### src/rtl/vis_pkg.sv
package vis_pkg;
    typedef enum logic {CH_IDLE, CH_REQ}   ch_state_t;
    typedef enum logic {HV_LIVE, HV_HELD}  hv_state_t;
    typedef enum logic {VF_CLEAR, VF_SET}  vf_state_t;
    localparam int unsigned N_CH = 3;
    localparam int unsigned CH_H = 0;
    localparam int unsigned CH_V = 1;
    localparam int unsigned CH_X = 2;
    localparam logic [5:0] ST_HI_FIXED = 6'b001101;
endpackage

### src/rtl/vis_line_track.sv
module vis_line_track #(
    parameter int unsigned LINE_W      = 9,
    parameter int unsigned SHORT_LINES = 224,
    parameter int unsigned TALL_LINES  = 240
) (
    input  logic clk,
    input  logic rst_n,
    input  logic line_start,
    input  logic frame_start,
    input  logic tall,
    input  logic interlace,
    output logic vblank,
    output logic vb_enter,
    output logic odd
);
    localparam logic [LINE_W-1:0] ACT_SHORT = LINE_W'(SHORT_LINES);
    localparam logic [LINE_W-1:0] ACT_TALL  = LINE_W'(TALL_LINES);
    localparam logic [LINE_W-1:0] IDX_MAX   = '1;

    logic [LINE_W-1:0] idx_q;
    logic [LINE_W-1:0] idx_nxt;
    logic [LINE_W-1:0] active;

    assign active  = tall ? ACT_TALL : ACT_SHORT;
    assign idx_nxt = (idx_q == IDX_MAX) ? idx_q : idx_q + 1'b1;
    assign vblank  = (idx_q >= active);

    always_ff @(posedge clk) begin
        if (!rst_n) begin
            idx_q    <= IDX_MAX;
            vb_enter <= 1'b0;
            odd      <= 1'b0;
        end else begin
            vb_enter <= 1'b0;
            if (frame_start) begin
                idx_q <= '0;
                odd   <= interlace ? ~odd : 1'b0;
            end else if (line_start) begin
                idx_q    <= idx_nxt;
                vb_enter <= (idx_nxt == active);
            end
        end
    end

    // entry pulse only ever marks a line inside vertical blank
    a_r12_enter_in_blank: assert property (@(posedge clk) disable iff (!rst_n)
        vb_enter |-> vblank);
    // entry is a single-cycle pulse
    a_r5_enter_pulse: assert property (@(posedge clk) disable iff (!rst_n)
        vb_enter |=> !vb_enter);
    // parity only moves on a frame pulse
    a_r11_odd_still: assert property (@(posedge clk) disable iff (!rst_n)
        !frame_start |=> $stable(odd));
endmodule

### src/rtl/vis_hline_cnt.sv
module vis_hline_cnt #(
    parameter int unsigned CNT_W = 8
) (
    input  logic             clk,
    input  logic             rst_n,
    input  logic             line_start,
    input  logic             vblank,
    input  logic [CNT_W-1:0] reload,
    output logic             uflow
);
    logic [CNT_W-1:0] cnt_q;

    always_ff @(posedge clk) begin
        if (!rst_n) begin
            cnt_q <= '0;
            uflow <= 1'b0;
        end else begin
            uflow <= 1'b0;
            if (line_start) begin
                if (vblank) begin
                    cnt_q <= reload;
                end else if (cnt_q == '0) begin
                    cnt_q <= reload;
                    uflow <= 1'b1;
                end else begin
                    cnt_q <= cnt_q - 1'b1;
                end
            end
        end
    end

    // no horizontal event from a line spent in vertical blank
    a_r3_quiet_blank: assert property (@(posedge clk) disable iff (!rst_n)
        (line_start && vblank) |=> !uflow);
    // an underflow always follows a line pulse
    a_r2_uf_after_line: assert property (@(posedge clk) disable iff (!rst_n)
        uflow |-> $past(line_start));
endmodule

### src/rtl/vis_irq_chan.sv
module vis_irq_chan
    import vis_pkg::*;
(
    input  logic clk,
    input  logic rst_n,
    input  logic en,
    input  logic ev,
    input  logic ack,
    output logic req
);
    ch_state_t st_q;
    ch_state_t st_nxt;
    logic      take;

    assign take = en && ev;

    always_ff @(posedge clk) begin
        if (!rst_n) st_q <= CH_IDLE;
        else        st_q <= st_nxt;
    end

    always_comb begin
        st_nxt = st_q;
        unique case (st_q)
            CH_IDLE: if (take)        st_nxt = CH_REQ;
            CH_REQ:  if (ack && !take) st_nxt = CH_IDLE;
            default: st_nxt = CH_IDLE;
        endcase
    end

    always_comb begin
        req = (st_q == CH_REQ);
    end

    // an acknowledge with no new event drops the request
    a_r8_ack_drops: assert property (@(posedge clk) disable iff (!rst_n)
        (req && ack && !(en && ev)) |=> !req);
    // a new event beats a coincident acknowledge
    a_r8_event_wins: assert property (@(posedge clk) disable iff (!rst_n)
        (en && ev) |=> req);
    // a request only rises from an enabled event
    a_r4_gated_rise: assert property (@(posedge clk) disable iff (!rst_n)
        $rose(req) |-> $past(en && ev));
endmodule

### src/rtl/vis_hv_latch.sv
module vis_hv_latch
    import vis_pkg::*;
#(
    parameter int unsigned HV_W = 16
) (
    input  logic            clk,
    input  logic            rst_n,
    input  logic            freeze_en,
    input  logic            trig,
    input  logic            release_i,
    input  logic [HV_W-1:0] hv_in,
    output logic [HV_W-1:0] hv_out
);
    hv_state_t       st_q;
    hv_state_t       st_nxt;
    logic [HV_W-1:0] held_q;
    logic            capture;

    always_comb begin
        st_nxt  = st_q;
        capture = 1'b0;
        unique case (st_q)
            HV_LIVE: begin
                if (freeze_en && trig) begin
                    st_nxt  = HV_HELD;
                    capture = 1'b1;
                end
            end
            HV_HELD: begin
                if (!freeze_en) begin
                    st_nxt = HV_LIVE;
                end else if (trig) begin
                    capture = 1'b1;
                end else if (release_i) begin
                    st_nxt = HV_LIVE;
                end
            end
            default: st_nxt = HV_LIVE;
        endcase
    end

    always_ff @(posedge clk) begin
        if (!rst_n) begin
            st_q   <= HV_LIVE;
            held_q <= '0;
        end else begin
            st_q <= st_nxt;
            if (capture) held_q <= hv_in;
        end
    end

    always_comb begin
        hv_out = (st_q == HV_HELD) ? held_q : hv_in;
    end

    // freeze off always returns to tracking
    a_r9_off_goes_live: assert property (@(posedge clk) disable iff (!rst_n)
        !freeze_en |=> (st_q == HV_LIVE));
    // a held position does not move without a new trigger
    a_r9_hold_stable: assert property (@(posedge clk) disable iff (!rst_n)
        ((st_q == HV_HELD) && $past(st_q == HV_HELD) && !$past(trig)) |-> $stable(hv_out));
endmodule

### src/rtl/vid_irq_status.sv
module vid_irq_status
    import vis_pkg::*;
#(
    parameter int unsigned LINE_W      = 9,
    parameter int unsigned SHORT_LINES = 224,
    parameter int unsigned TALL_LINES  = 240,
    parameter int unsigned CNT_W       = 8,
    parameter int unsigned HV_W        = 16,
    parameter int unsigned SYNC_STAGES = 2
) (
    input  logic             clk,
    input  logic             rst_n,
    input  logic             line_start,
    input  logic             frame_start,
    input  logic             hblank_in,
    input  logic             ext_pin,
    input  logic [HV_W-1:0]  hv_pos_in,
    input  logic             fifo_empty_in,
    input  logic             fifo_full_in,
    input  logic             region_pal,
    input  logic             cfg_hint_en,
    input  logic             cfg_vint_en,
    input  logic             cfg_xint_en,
    input  logic             cfg_hv_freeze,
    input  logic             cfg_tall,
    input  logic             cfg_interlace,
    input  logic [CNT_W-1:0] cfg_line_reload,
    input  logic             status_rd,
    input  logic             ack_h,
    input  logic             ack_v,
    input  logic             ack_x,
    output logic             irq_h,
    output logic             irq_v,
    output logic             irq_x,
    output logic [HV_W-1:0]  hv_pos_out,
    output logic [15:0]      status_word
);
    logic vblank, vb_enter, odd, h_uflow, x_edge;
    logic [SYNC_STAGES:0] sync_q;
    logic [N_CH-1:0] ch_en, ch_ev, ch_ack, ch_req;
    vf_state_t vf_q, vf_nxt;

    vis_line_track #(
        .LINE_W(LINE_W), .SHORT_LINES(SHORT_LINES), .TALL_LINES(TALL_LINES)
    ) u_track (
        .clk(clk), .rst_n(rst_n), .line_start(line_start),
        .frame_start(frame_start), .tall(cfg_tall), .interlace(cfg_interlace),
        .vblank(vblank), .vb_enter(vb_enter), .odd(odd)
    );

    vis_hline_cnt #(.CNT_W(CNT_W)) u_hcnt (
        .clk(clk), .rst_n(rst_n), .line_start(line_start), .vblank(vblank),
        .reload(cfg_line_reload), .uflow(h_uflow)
    );

    // external pin synchroniser and rising-edge detect
    always_ff @(posedge clk) begin
        if (!rst_n) sync_q <= '0;
        else        sync_q <= {sync_q[SYNC_STAGES-1:0], ext_pin};
    end
    assign x_edge = sync_q[SYNC_STAGES-1] & ~sync_q[SYNC_STAGES];

    assign ch_en  = {cfg_xint_en, cfg_vint_en, cfg_hint_en};
    assign ch_ev  = {x_edge, vb_enter, h_uflow};
    assign ch_ack = {ack_x, ack_v, ack_h};

    for (genvar i = 0; i < N_CH; i++) begin : g_ch
        vis_irq_chan u_chan (
            .clk(clk), .rst_n(rst_n), .en(ch_en[i]), .ev(ch_ev[i]),
            .ack(ch_ack[i]), .req(ch_req[i])
        );
    end

    assign irq_h = ch_req[CH_H];
    assign irq_v = ch_req[CH_V];
    assign irq_x = ch_req[CH_X];

    vis_hv_latch #(.HV_W(HV_W)) u_hv (
        .clk(clk), .rst_n(rst_n), .freeze_en(cfg_hv_freeze),
        .trig(cfg_xint_en && x_edge), .release_i(ack_x),
        .hv_in(hv_pos_in), .hv_out(hv_pos_out)
    );

    // vertical-interrupt status flag
    always_ff @(posedge clk) begin
        if (!rst_n) vf_q <= VF_CLEAR;
        else        vf_q <= vf_nxt;
    end

    always_comb begin
        vf_nxt = vf_q;
        unique case (vf_q)
            VF_CLEAR: if (vb_enter)                 vf_nxt = VF_SET;
            VF_SET:   if (status_rd && !vb_enter)   vf_nxt = VF_CLEAR;
            default:  vf_nxt = VF_CLEAR;
        endcase
    end

    always_comb begin
        status_word = {ST_HI_FIXED, fifo_empty_in, fifo_full_in,
                       (vf_q == VF_SET), 2'b00, odd, vblank, hblank_in,
                       1'b0, region_pal};
    end

    // entry always sets the flag, even against a read
    a_r6_entry_sets: assert property (@(posedge clk) disable iff (!rst_n)
        vb_enter |=> status_word[7]);
    // a read with no entry clears it
    a_r6_read_clears: assert property (@(posedge clk) disable iff (!rst_n)
        (status_rd && !vb_enter) |=> !status_word[7]);
    // a held pin gives a single edge
    a_r7_single_edge: assert property (@(posedge clk) disable iff (!rst_n)
        x_edge |=> !x_edge);
endmodule

### config.mk
export PLATFORM = sky130hd
export DESIGN_NAME = vid_irq_status
export DESIGN_NICKNAME = d
export VERILOG_FILES = /design/src/rtl/vis_pkg.sv /design/src/rtl/vis_line_track.sv /design/src/rtl/vis_hline_cnt.sv /design/src/rtl/vis_irq_chan.sv /design/src/rtl/vis_hv_latch.sv /design/src/rtl/vid_irq_status.sv
export SDC_FILE = /design/constraint.sdc
export NUM_CORES = 1
export LEC_CHECK = 0
export BUFFER_PORTS_ARGS = -buffer_cell sky130_fd_sc_hd__buf_2
export CORE_ASPECT_RATIO = 0.9
export CORE_MARGIN = 4
export CORE_UTILIZATION = 45
export DETAILED_ROUTE_END_ITERATION = 16
export PLACE_DENSITY_LB_ADDON = 0.05
export SETUP_SLACK_MARGIN = 0.5
export SLEW_MARGIN = 15
export SYNTH_ARGS = -nofsm -noshare
export SYNTH_HDL_FRONTEND = slang
export SYNTH_SLANG_ARGS = --single-unit
export TNS_END_PERCENT = 5
### constraint.sdc
create_clock -name clk -period 2.7 [get_ports clk]
set_input_delay 0.135 -clock clk [delete_from_list [all_inputs] [get_ports clk]]
set_output_delay 0.135 -clock clk [all_outputs]
set_load 0.01 [all_outputs]
==> flow_summary.json <==
{
  "worstPathArrival_ns": 2.24,
  "drv_cap": 0,
  "area_growth_pct": 16.5,
  "firstDrtPassIters": 4,
  "cts_setup_buffers": 0,
  "totalWireLength_um": 4990,
  "synthesis.area_um2": 2340,
  "die_y_um": 76.4,
  "drive_gt1_frac": 0.280,
  "critPathSlowestCell": "or4_1",
  "synthTopCellsByArea": "dfxtp_1 38%, nand2_1 8.7%, mux2_2 8.2%",
  "antenna_found_initial": 0,
  "clockBufferDepth": 2,
  "grt_max_degree": 25,
  "worst_path_largest_cell_delay_ns": 0.52,
  "gp_congestion": 0.831,
  "via_per_inst": 4.97,
  "syn_inst": 288,
  "path_clk_slew_ns": 0.09,
  "post-synth-top-count-cell": "nand2_1",
  "netlist.top_cell.by_area": "dfxtp_1",
  "floorplan.initialDensity": 0.475,
  "grt_pass1_vias": 1783,
  "antenna_left": 0,
  "worstPathMaxFanout": 15,
  "async_flop_share": 0,
  "ys_types": 42,
  "synth_area_per_cell_um2": 8.12,
  "yosys.area.top_type_share": 0.376,
  "setup_violations": 0,
  "crit_buf_inv": 1,
  "finalHoldViolCount": 0,
  "yosysWarnings": 0,
  "power_frac_comb": 0.161,
  "p_sw_mw": 0.400,
  "r2r_slack_ns": 0.68,
  "drc": 0,
  "antenna_cells": 0,
  "cp-start-kind": "flip-flop",
  "slew_viol_final": 0,
  "grt_usage": 0.157,
  "power.internal_mw": 1.27,
  "p_sw_frac": 0.240,
  "num_io_pins": 78,
  "timing.final.crit_share": 0.749,
  "hold_class": "primary input to flip-flop",
  "cts_hold_buf": 0,
  "cts.sinks": 44,
  "whs_path_depth": 2,
  "crit_path_end_kind": "flip-flop",
  "initialDrtViolationCount": 64,
  "crit_required_ns": 2.92,
  "cp_top_family": "simple AND/OR/NAND/NOR gates",
  "clock_power_share": 0.411,
  "die_area_um2": 6420,
  "rows": 24,
  "crit_chain": "inv_1, ha_1, nand4bb_2, a31oi_4, or2_4, or4_1, a31oi_1",
  "timing.fmax_mhz": 495,
  "cp_num_cells": 7,
  "root_buffer": "clkbuf_8",
  "synth_edf_count": 0,
  "finalCriticalPeriod_ns": 2.02,
  "grt_pass1_wl_um": 8470,
  "synthTopCellsByCount": "54 x nand2_1, 44 x dfxtp_1, 27 x a21oi_1",
  "final_cells": 397,
  "clkLatencyLatePin_ns": 0.29,
  "leakage_nw": 1.15,
  "synth-main-ff-cell": "dfxtp_1",
  "ys_seq_area_frac": 0.376,
  "core_um2": 4920,
  "skew_ns": 0.00755,
  "hpwlAfterDp_um": 3590,
  "io_buffer_count": 60,
  "final_core_util": 0.553,
  "vias": 1973,
  "rsz0062_at_grt": "false",
  "cts-htree-levels": 2,
  "fin_nets": 379,
  "status": "complete, no violations",
  "power_frac_seq": 0.427,
  "setup_tns_ns": 0,
  "ys_seq_elements": 44,
  "critical_path_class": "flip-flop to flip-flop",
  "die_w_um": 84.0,
  "power_mw": 1.67,
  "grt-ovfl-total": 0,
  "max-slew-margin-rel": 0.470,
  "cts_tree": "built",
  "cts_resized": 2,
  "peakVddDrop_mv": 0.399,
  "post_drt_wl_per_cell_um": 12.6,
  "worst_slew_pin_slew_ns": 0.794,
  "cts_buffers": 5,
  "worstRegToRegCells": 7,
  "numPlacedInstances": 389,
  "p_per_area_nw_per_um2": 612
}
## state kept, by name (all words and copies together), names as in the netlist
register and flops:
u_hcnt.cnt_q 8, u_track.odd 1, u_hv.held_q 16, u_track.idx_q 9, vf_q 1, u_hv.st_q 1, g_ch.u_chan.req 3, u_track.vb_enter 1
sync_q 3, u_hcnt.uflow 1
## kinds of logic after synthesis
kind of cell,after synthesis,synth area share
AOI/OAI and AO/OA,57,0.145
xor gates and xnor gates,8,0.0299
adders and majority gates,5,0.0267
buffers and inverters,44,0.102
DFF,44,0.376
muxes,21,0.0989
other,2,0.00321
and+or+nand+nor,107,0.218
## path summary, 6_finish.rpt
path | start | endpoint
max | u_track.idx_q[4]$_SDFFE_PN1P_ | u_hcnt.cnt_q[7]$_SDFFE_PN0P_
min | ext_pin | sync_q[0]$_SDFF_PN0_
max reg2reg | u_track.idx_q[4]$_SDFFE_PN1P_ | u_hcnt.cnt_q[7]$_SDFFE_PN0P_
min reg2reg | u_hcnt.uflow$_SDFF_PP0_ | g_ch[0].u_chan.req$_SDFF_PN0_
## worst register-to-register path: stages (launching register included)
cell and delay (ns):
dfxtp_2 0.40, inv_1 0.06, ha_1 0.28, nand4bb_2 0.11
a31oi_4 0.12, or2_4 0.34, or4_1 0.52, a31oi_1 0.13
## final cells by class
| cell class | count | area, µm² |
|---|---|---|
| clock buffer | 5 | 68.8 |
| clock inverter | 3 | 90.1 |
| fill | 491 | 2200 |
| inverter | 12 | 45.0 |
| multi-input combinational | 207 | 1250 |
| sequential | 44 | 882 |
| tap | 65 | 81.3 |
| timing repair buffer | 61 | 308 |
## per-layer routing
metal  track usage  vias up  routed length, µm
met5             0        -                  0
met4        0.0354        0                 29
met3        0.0378        4                297
met2         0.256       51               2350
met1         0.208      879               2310
li1              -     1039                  -
## metrics by stage
stage / instance area [µm²] / hold WS (ns) / setup slack, ns
after CTS: 2720 / 0.0647 / 0.576
final: 2730 / 0.0689 / 0.678
after detailed placement: 2560 / 0.270 / 0.456
after global routing: 2730 / 0.0575 / 0.579
after floorplan: 2370 / 0.262 / 0.605
after global placement: 2560 / 0.270 / 0.525
## layout by cell type (no fill, tap or decap), types with 3 or more instances in the layout
cell / synthesis / final
nor4_1: 3 / 3
dfxtp_1: 44 / 43
nand3_1: 5 / 5
a31oi_1: 6 / 6
nand2_1: 54 / 54
clkbuf_8: 0 / 5
buf_2: 0 / 60
o22ai_1: 4 / 4
bufinv_16: 0 / 3
mux2_2: 17 / 17
a21oi_1: 27 / 27
conb_1: 2 / 9
mux2i_1: 4 / 4
inv_1: 10 / 10
nand2b_1: 4 / 4
o21ai_0: 11 / 11
and2_1: 4 / 4
o21a_1: 3 / 3
xnor2_1: 6 / 6
ha_1: 5 / 5
nor3_1: 5 / 5
nor2_1: 15 / 15
nor2b_1: 3 / 3
## power by group through the flow
| stage | sequential [mW] | clock, mW | combinational (mW) |
|---|---|---|---|
| 5_1_grt | 0.718 | 0.732 | 0.308 |
| 3_3_place_gp | 0.727 | 0 | 0.268 |
| 6_report | 0.712 | 0.686 | 0.269 |
| 2_1_floorplan | 0.714 | 0 | 0.225 |
| 3_5_place_dp | 0.727 | 0 | 0.268 |
| 4_1_cts | 0.712 | 0.707 | 0.273 |
(Power assumes the default switching activity.)
